[config.mk]
export PLATFORM = sky130hd
export DESIGN_NAME = spindleStepGen
export DESIGN_NICKNAME = d
export VERILOG_FILES = /design/src/rtl/stepInterpPkg.sv /design/src/rtl/stepInterpCtrl.sv /design/src/rtl/stepInterpDatapath.sv /design/src/rtl/stepPulseGen.sv /design/src/rtl/spindleStepGen.sv
export SDC_FILE = /design/constraint.sdc
export NUM_CORES = 1
export LEC_CHECK = 0
export BUFFER_PORTS_ARGS = -buffer_cell sky130_fd_sc_hd__buf_2
export CORE_UTILIZATION = 62
export CTS_CLUSTER_SIZE = 10
export DETAILED_ROUTE_END_ITERATION = 8
export HOLD_SLACK_MARGIN = 0.1
export PLACE_DENSITY = 0.81
export SLEW_MARGIN = 20
export SYNTH_ARGS = -nofsm -noshare
export SYNTH_HDL_FRONTEND = slang
export SYNTH_SLANG_ARGS = --single-unit
[constraint.sdc]
create_clock -name clk -period 6.05 [get_ports clk]
set_input_delay 1.21 -clock clk [delete_from_list [all_inputs] [get_ports clk]]
set_output_delay 1.21 -clock clk [all_outputs]
set_load 0.005 [all_outputs]
[src/rtl/stepInterpPkg.sv]
package stepInterpPkg;

  // strobes from the control section to the datapath
  typedef struct packed {
    logic tickEn;      // capture counter advances this cycle
    logic realEdge;    // encoder rising edge seen this cycle
    logic takePeriod;  // a previous stamp exists: update the period
    logic subPulse;    // real edge or synthetic pulse
  } ctrlStrobesT;

  typedef enum logic [1:0] {
    PG_IDLE  = 2'd0,
    PG_SETUP = 2'd1,
    PG_HIGH  = 2'd2
  } pulseStateT;

endpackage

[src/rtl/stepInterpCtrl.sv]
module stepInterpCtrl
  import stepInterpPkg::*;
#(
  parameter int TICK_DIV      = 100,
  parameter int SUB_LOG2      = 4,
  parameter int TIMEOUT_TICKS = 50000
) (
  input  logic        clk,
  input  logic        rstN,
  input  logic        encIn,
  input  logic        subDone,
  output ctrlStrobesT strobes,
  output logic        periodValid
);

  localparam int SUB_N  = 1 << SUB_LOG2;
  localparam int IDX_W  = SUB_LOG2;
  localparam int TO_W   = $clog2(TIMEOUT_TICKS + 1);
  localparam int PRES_W = (TICK_DIV > 1) ? $clog2(TICK_DIV) : 1;

  logic             tickEn;
  logic             encPrev;
  logic             realEdge;
  logic [1:0]       edgeSeen;
  logic [TO_W-1:0]  idleTicks;
  logic [IDX_W-1:0] subIdx;
  logic             idleHit;
  logic             synthFire;

  // tick prescaler: variant picked by the division ratio
  if (TICK_DIV > 1) begin : gPres
    logic [PRES_W-1:0] presCnt;
    always_ff @(posedge clk) begin
      if (!rstN)                              presCnt <= '0;
      else if (presCnt == PRES_W'(TICK_DIV-1)) presCnt <= '0;
      else                                    presCnt <= presCnt + 1'b1;
    end
    assign tickEn = (presCnt == PRES_W'(TICK_DIV-1));
  end else begin : gNoPres
    assign tickEn = 1'b1;
  end

  assign realEdge    = encIn & ~encPrev;
  assign periodValid = (edgeSeen == 2'd2);
  assign idleHit     = tickEn && (edgeSeen != 2'd0) && !realEdge &&
                       (idleTicks == TO_W'(TIMEOUT_TICKS-1));
  assign synthFire   = periodValid && tickEn && subDone && !realEdge &&
                       (subIdx != IDX_W'(SUB_N-1));

  assign strobes.tickEn     = tickEn;
  assign strobes.realEdge   = realEdge;
  assign strobes.takePeriod = realEdge && (edgeSeen != 2'd0);
  assign strobes.subPulse   = realEdge || synthFire;

  always_ff @(posedge clk) begin
    if (!rstN) begin
      encPrev   <= 1'b0;
      edgeSeen  <= 2'd0;
      idleTicks <= '0;
      subIdx    <= '0;
    end else begin
      encPrev <= encIn;
      if (realEdge) begin
        edgeSeen  <= (edgeSeen == 2'd2) ? 2'd2 : edgeSeen + 2'd1;
        idleTicks <= '0;
        subIdx    <= '0;
      end else begin
        if (idleHit)
          edgeSeen <= 2'd0;
        else if (tickEn && edgeSeen != 2'd0)
          idleTicks <= idleTicks + 1'b1;
        if (synthFire)
          subIdx <= subIdx + 1'b1;
      end
    end
  end

  a_r7_timeout_invalidates: assert property (@(posedge clk) disable iff (!rstN)
    idleHit |=> !periodValid);

  a_r5_edge_restarts_index: assert property (@(posedge clk) disable iff (!rstN)
    realEdge |=> (subIdx == '0));

  a_r10_first_edge_not_valid: assert property (@(posedge clk) disable iff (!rstN)
    (realEdge && edgeSeen == 2'd0) |=> !periodValid);

endmodule

[src/rtl/stepInterpDatapath.sv]
module stepInterpDatapath
  import stepInterpPkg::*;
#(
  parameter int CNT_W    = 16,
  parameter int SUB_LOG2 = 4,
  parameter int RATIO_W  = 12
) (
  input  logic               clk,
  input  logic               rstN,
  input  ctrlStrobesT        strobes,
  input  logic               periodValid,
  input  logic [RATIO_W-1:0] ratioNum,
  input  logic [RATIO_W-1:0] ratioDen,
  output logic               subDone,
  output logic               stepReq
);

  logic [CNT_W-1:0]   capCnt;
  logic [CNT_W-1:0]   capLast;
  logic [CNT_W-1:0]   period;
  logic [CNT_W-1:0]   subTimer;
  logic [CNT_W-1:0]   subLenRaw;
  logic [CNT_W-1:0]   subLen;
  logic [CNT_W:0]     timerNext;
  logic [RATIO_W-1:0] acc;
  logic [RATIO_W:0]   accSum;
  logic               stepHit;

  // slice length by shift only; never below one tick
  assign subLenRaw = period >> SUB_LOG2;
  assign subLen    = (subLenRaw == '0) ? CNT_W'(1) : subLenRaw;
  assign timerNext = {1'b0, subTimer} + 1'b1;
  assign subDone   = (timerNext >= {1'b0, subLen});

  assign accSum  = {1'b0, acc} + {1'b0, ratioNum};
  assign stepHit = (accSum >= {1'b0, ratioDen});
  assign stepReq = strobes.subPulse && stepHit;

  always_ff @(posedge clk) begin
    if (!rstN) begin
      capCnt   <= '0;
      capLast  <= '0;
      period   <= '0;
      subTimer <= '0;
      acc      <= '0;
    end else begin
      if (strobes.tickEn)
        capCnt <= capCnt + 1'b1;
      if (strobes.realEdge)
        capLast <= capCnt;
      if (strobes.takePeriod)
        period <= capCnt - capLast;   // modulo 2^CNT_W
      if (strobes.realEdge)
        subTimer <= '0;
      else if (strobes.tickEn && periodValid)
        subTimer <= subDone ? '0 : subTimer + 1'b1;
      if (strobes.subPulse)
        acc <= stepHit ? RATIO_W'(accSum - {1'b0, ratioDen}) : accSum[RATIO_W-1:0];
    end
  end

  a_r3_period_wraps: assert property (@(posedge clk) disable iff (!rstN)
    strobes.takePeriod |=> (CNT_W'($past(capLast) + period) == capLast));

  a_r6_remainder_bounded: assert property (@(posedge clk) disable iff (!rstN)
    (strobes.subPulse && acc < ratioDen && ratioNum <= ratioDen)
      |=> (acc < $past(ratioDen)));

endmodule

[src/rtl/stepPulseGen.sv]
module stepPulseGen
  import stepInterpPkg::*;
#(
  parameter int LEN_W  = 8,
  parameter int PEND_W = 4
) (
  input  logic             clk,
  input  logic             rstN,
  input  logic             stepReq,
  input  logic             dirReq,
  input  logic [LEN_W-1:0] stepLen,
  output logic             stepOut,
  output logic             dirOut
);

  pulseStateT        state;
  logic [PEND_W-1:0] pend;
  logic [LEN_W-1:0]  hiCnt;
  logic [LEN_W-1:0]  lenEff;
  logic              start;

  assign lenEff = (stepLen == '0) ? LEN_W'(1) : stepLen;
  assign start  = (state == PG_IDLE) && (stepReq || pend != '0);

  always_ff @(posedge clk) begin
    if (!rstN) begin
      state   <= PG_IDLE;
      pend    <= '0;
      hiCnt   <= '0;
      stepOut <= 1'b0;
      dirOut  <= 1'b0;
    end else begin
      pend <= pend + PEND_W'(stepReq) - PEND_W'(start);
      case (state)
        PG_IDLE: begin
          if (start) begin
            dirOut <= dirReq;
            state  <= PG_SETUP;
          end
        end
        PG_SETUP: begin
          stepOut <= 1'b1;
          hiCnt   <= lenEff - 1'b1;
          state   <= PG_HIGH;
        end
        PG_HIGH: begin
          if (hiCnt == '0) begin
            stepOut <= 1'b0;
            state   <= PG_IDLE;
          end else begin
            hiCnt <= hiCnt - 1'b1;
          end
        end
        default: state <= PG_IDLE;
      endcase
    end
  end

  a_r9_dir_settled_at_rise: assert property (@(posedge clk) disable iff (!rstN)
    $rose(stepOut) |-> $stable(dirOut));

  a_r9_dir_held_while_high: assert property (@(posedge clk) disable iff (!rstN)
    stepOut |-> $stable(dirOut));

  a_r8_low_gap: assert property (@(posedge clk) disable iff (!rstN)
    $fell(stepOut) |=> !stepOut);

  a_r8_queue_no_overflow: assert property (@(posedge clk) disable iff (!rstN)
    (stepReq && !start) |-> (pend != '1));

endmodule

[src/rtl/spindleStepGen.sv]
module spindleStepGen
  import stepInterpPkg::*;
#(
  parameter int CNT_W         = 16,
  parameter int TICK_DIV      = 100,
  parameter int SUB_LOG2      = 4,
  parameter int RATIO_W       = 12,
  parameter int LEN_W         = 8,
  parameter int PEND_W        = 4,
  parameter int TIMEOUT_TICKS = 50000
) (
  input  logic               clk,
  input  logic               rstN,
  input  logic               encIn,
  input  logic               dirReq,
  input  logic [RATIO_W-1:0] ratioNum,
  input  logic [RATIO_W-1:0] ratioDen,
  input  logic [LEN_W-1:0]   stepLen,
  output logic               stepOut,
  output logic               dirOut
);

  ctrlStrobesT strobes;
  logic        periodValid;
  logic        subDone;
  logic        stepReq;

  stepInterpCtrl #(
    .TICK_DIV      (TICK_DIV),
    .SUB_LOG2      (SUB_LOG2),
    .TIMEOUT_TICKS (TIMEOUT_TICKS)
  ) ctrl_i (
    .clk         (clk),
    .rstN        (rstN),
    .encIn       (encIn),
    .subDone     (subDone),
    .strobes     (strobes),
    .periodValid (periodValid)
  );

  stepInterpDatapath #(
    .CNT_W    (CNT_W),
    .SUB_LOG2 (SUB_LOG2),
    .RATIO_W  (RATIO_W)
  ) dp_i (
    .clk         (clk),
    .rstN        (rstN),
    .strobes     (strobes),
    .periodValid (periodValid),
    .ratioNum    (ratioNum),
    .ratioDen    (ratioDen),
    .subDone     (subDone),
    .stepReq     (stepReq)
  );

  stepPulseGen #(
    .LEN_W  (LEN_W),
    .PEND_W (PEND_W)
  ) pulse_i (
    .clk     (clk),
    .rstN    (rstN),
    .stepReq (stepReq),
    .dirReq  (dirReq),
    .stepLen (stepLen),
    .stepOut (stepOut),
    .dirOut  (dirOut)
  );

endmodule

==> impl_metrics.yaml <==
worst_setup_path:
  crit_fanout: 8
  start_kind: "primary input"
  critPathKind: "primary input to register"
  worst_ep_required_time_ps: 6320
  crit_arrival_ps: 5460
  cp-end-kind: "register"
cells_and_area:
  fin_area_um2: 8270
  area_delta_synth_final_pct: 11.3
  layout_common_cells: "dfxtp_1 (118), nor2_1 (97), nand2_1 (94)"
  drive_gt1_share_pct: 10.5
  seq_area_um2: 2360
  final_common_cell: "dfxtp_1"
  fillers: 918
  fin_nets: 1033
  diodes: 0
  multi_input_area_um2: 4720
place:
  io_buffers: 37
  placed_area_um2: 7670
  hpwl_um: 10600
  routabilityCongestion: 0.906
floorplan:
  initial_utilization_pct: 64.3
  die_y_um: 111
  die_area_um2: 12400
  ios: 38
  die_x_um: 111
  core_area_um2: 11600
  rows: 39
power:
  p_leak_nw: 3.37
  powerDensity_nw_per_um2: 346
  ir_drop_v: 0.000243
cts:
  cts-resized-gates: 0
  cts.sinks: 118
  root_buffer: "clkbuf_16"
  cts_hold_buf: 0
  htreeDepth: 4
  cts_tree: "built"
  clock_latency_ps: 420
  max-clock-path-buffers: 2
  cts_setup_buffers: 0
  cts_made_buffers: 17
  cts.reportedPaths.clkPinSlew_ps: 50
global_routing:
  antenna_found_initial: 0
  use_met1_pct: 31.1
  overflow: 0
  grt_use_met3_pct: 7.08
  grt_pass1_vias: 6017
  gr-max-usage-layer: "met2"
  grt_max_degree: 56
  gr-usage-all-layers_pct: 26.0
  grt_pass1_wl_um: 26400
  met2_usage_pct: 44.3
sta:
  fmax_ghz: 0.193
  rsz0062_at_grt: "no"
  tightest_slew_ps: 960
  fin_crit_sh_pct: 85.7
  slew_headroom_pct: 35.9
  period_needed_ps: 5190
  setup_viol: 0
  finalHoldViolations: 0
  skew_ps: 8.88
  setup-tns-final_ps: 0
  slew_violations: 0
route:
  route.vias.total: 6243
  wirelength_um: 15200
  antenna_left: 0
  wl_per_cell_um: 14.0
  drt_pass1_iterations: 7
  avgViaCountPerCell: 5.76
  drt_iter0_drc: 385
  drc: 2
logic_synthesis:
  ys_seq_area_share_pct: 31.8
  async_flop_share_pct: 0
  ys_seq_elements: 118
  synth_edf_count: 0
  yosysWarnings: 0
  synth_top_flop_cell: "dfxtp_1"
  syn-cell-area_um2: 7430
  ys_types: 79
  synthCells: 900
  syn_nets: 1003
  syn_avg_cell_area_um2: 8.26
worst_hold_path:
  hold_class: "register to register"
status:
  outcome: "finished with violations"
  violations: "DRC"
run:
  max_cap_viol_count: 0
==> routing by layer <==
metal,part of all wire [%],vias to the layer above
li1,-,3219
met1,46,2874
met2,48,115
met3,3.5,35
met4,2.4,0
met5,0,-
==> through the flow <==
| stage | total power (W) | util (%) | std cells | setup slack, ps | hold WS [ps] |
|---|---|---|---|---|---|
| 2_1_floorplan | 0.00167 | - | 900 | 996 | 413 |
| 3_3_place_gp | 0.00182 | 66.3 | 1054 | 591 | 430 |
| 3_5_place_dp | 0.00184 | 66.3 | 1054 | 471 | 435 |
| 4_1_cts | 0.00287 | 71.5 | 1084 | 883 | 455 |
| 5_1_grt | 0.00303 | 71.5 | 1084 | 483 | 460 |
| 6_report | 0.00286 | 71.5 | 1084 | 863 | 451 |
==> critical path, cell delays in order <==
cell and delay (ps):
buf_2 100, ha_1 230, fa_1 410, a21oi_1 190, o21ai_0 170, o22ai_1 310, o21bai_1 100, a21oi_1 190
xnor2_1 110, ha_1 330, and3_1 190, nand3_1 90, o21ai_2 350, o21ai_0 150, o21ai_1 230, ha_1 190
inv_1 70, ha_1 270, a21o_1 160, a21oi_1 190, xnor2_1 140, nor2_1 50
==> kinds of logic (layout without fill, tap and decap cells) <==
logic type / after synthesis / in the layout / synth area share [%]
flip-flops: 118 / 118 / 31.8
AO/OA/AOI/OAI: 192 / 192 / 17.2
adder cells (fa/ha/maj): 67 / 67 / 11.6
XOR/XNOR: 81 / 81 / 9.55
buffers and inverters: 84 / 125 / 4.76
multiplexers: 19 / 19 / 2.56
AND/OR/NAND/NOR: 339 / 339 / 22.6
==> cells in the mapped netlist (4+ instances only) <==
library cell | count | area, um^2
nor4_1 | 6 | 37.5
nor3_1 | 20 | 100
nor3b_1 | 5 | 37.5
nand3b_1 | 6 | 45.0
or3_1 | 6 | 37.5
a221oi_1 | 4 | 35.0
o21ai_1 | 4 | 20.0
xor2_1 | 40 | 350
a21o_1 | 13 | 97.6
nor2b_1 | 8 | 50.1
clkbuf_1 | 17 | 63.8
mux2i_1 | 19 | 190
and3_1 | 15 | 93.8
inv_1 | 55 | 206
nand3_1 | 31 | 155
nor2_1 | 97 | 364
a211oi_1 | 11 | 82.6
nand2b_1 | 9 | 56.3
o21a_1 | 8 | 60.1
ha_1 | 64 | 801
xnor2_1 | 41 | 359
o31ai_1 | 4 | 30.0
dfxtp_1 | 118 | 2360
a21oi_1 | 70 | 350
nand2_1 | 95 | 357
o21ai_0 | 38 | 190
a31oi_1 | 5 | 31.3
and2_1 | 6 | 37.5
and4_1 | 4 | 35.0
nand4_1 | 12 | 75.1
==> power by group <==
| part | switching (W) | internal (W) |
|---|---|---|
| Clock | 0.000350 | 0.000672 |
| Sequential | 0.0000702 | 0.000846 |
| Combinational | 0.000508 | 0.000416 |
==> worst paths after layout <==
| check | startpoint | to | slack, ps | cells after the start |
|---|---|---|---|---|
| setup / recovery | ratioNum[0] | pulse_i.pend[3] | 860 | 22 |
| hold / removal | ctrl_i.gPres.presCnt[0] | ctrl_i.gPres.presCnt[0] | 450 | 1 |
| setup reg to reg | dp_i.acc[0] | pulse_i.pend[3] | 1430 | 21 |
| hold reg to reg | ctrl_i.gPres.presCnt[0] | ctrl_i.gPres.presCnt[0] | 450 | 1 |
==> state kept, by name (all words and copies together) (netlist names), 2 cells and up <==
signal,cells
ctrl_i.subIdx,4
pulse_i.hiCnt,8
dp_i.acc,12
pulse_i.state,2
dp_i.capCnt,16
pulse_i.pend,4
ctrl_i.idleTicks,16
dp_i.capLast,16
dp_i.period,12
dp_i.subTimer,16
ctrl_i.gPres.presCnt,7
ctrl_i.edgeSeen,2
==> cell type report <==
| class | instances | share of cell area (%) |
|---|---|---|
| multi-input cells | 698 | 57.1 |
| well taps | 143 | 2.16 |
| flip-flops and latches | 118 | 28.6 |
| clock inverters | 9 | 1.53 |
| repair buffers | 39 | 2.42 |
| inverters | 56 | 2.54 |
| clock buffers | 21 | 5.69 |
Power figures use the tool's default switching activity.
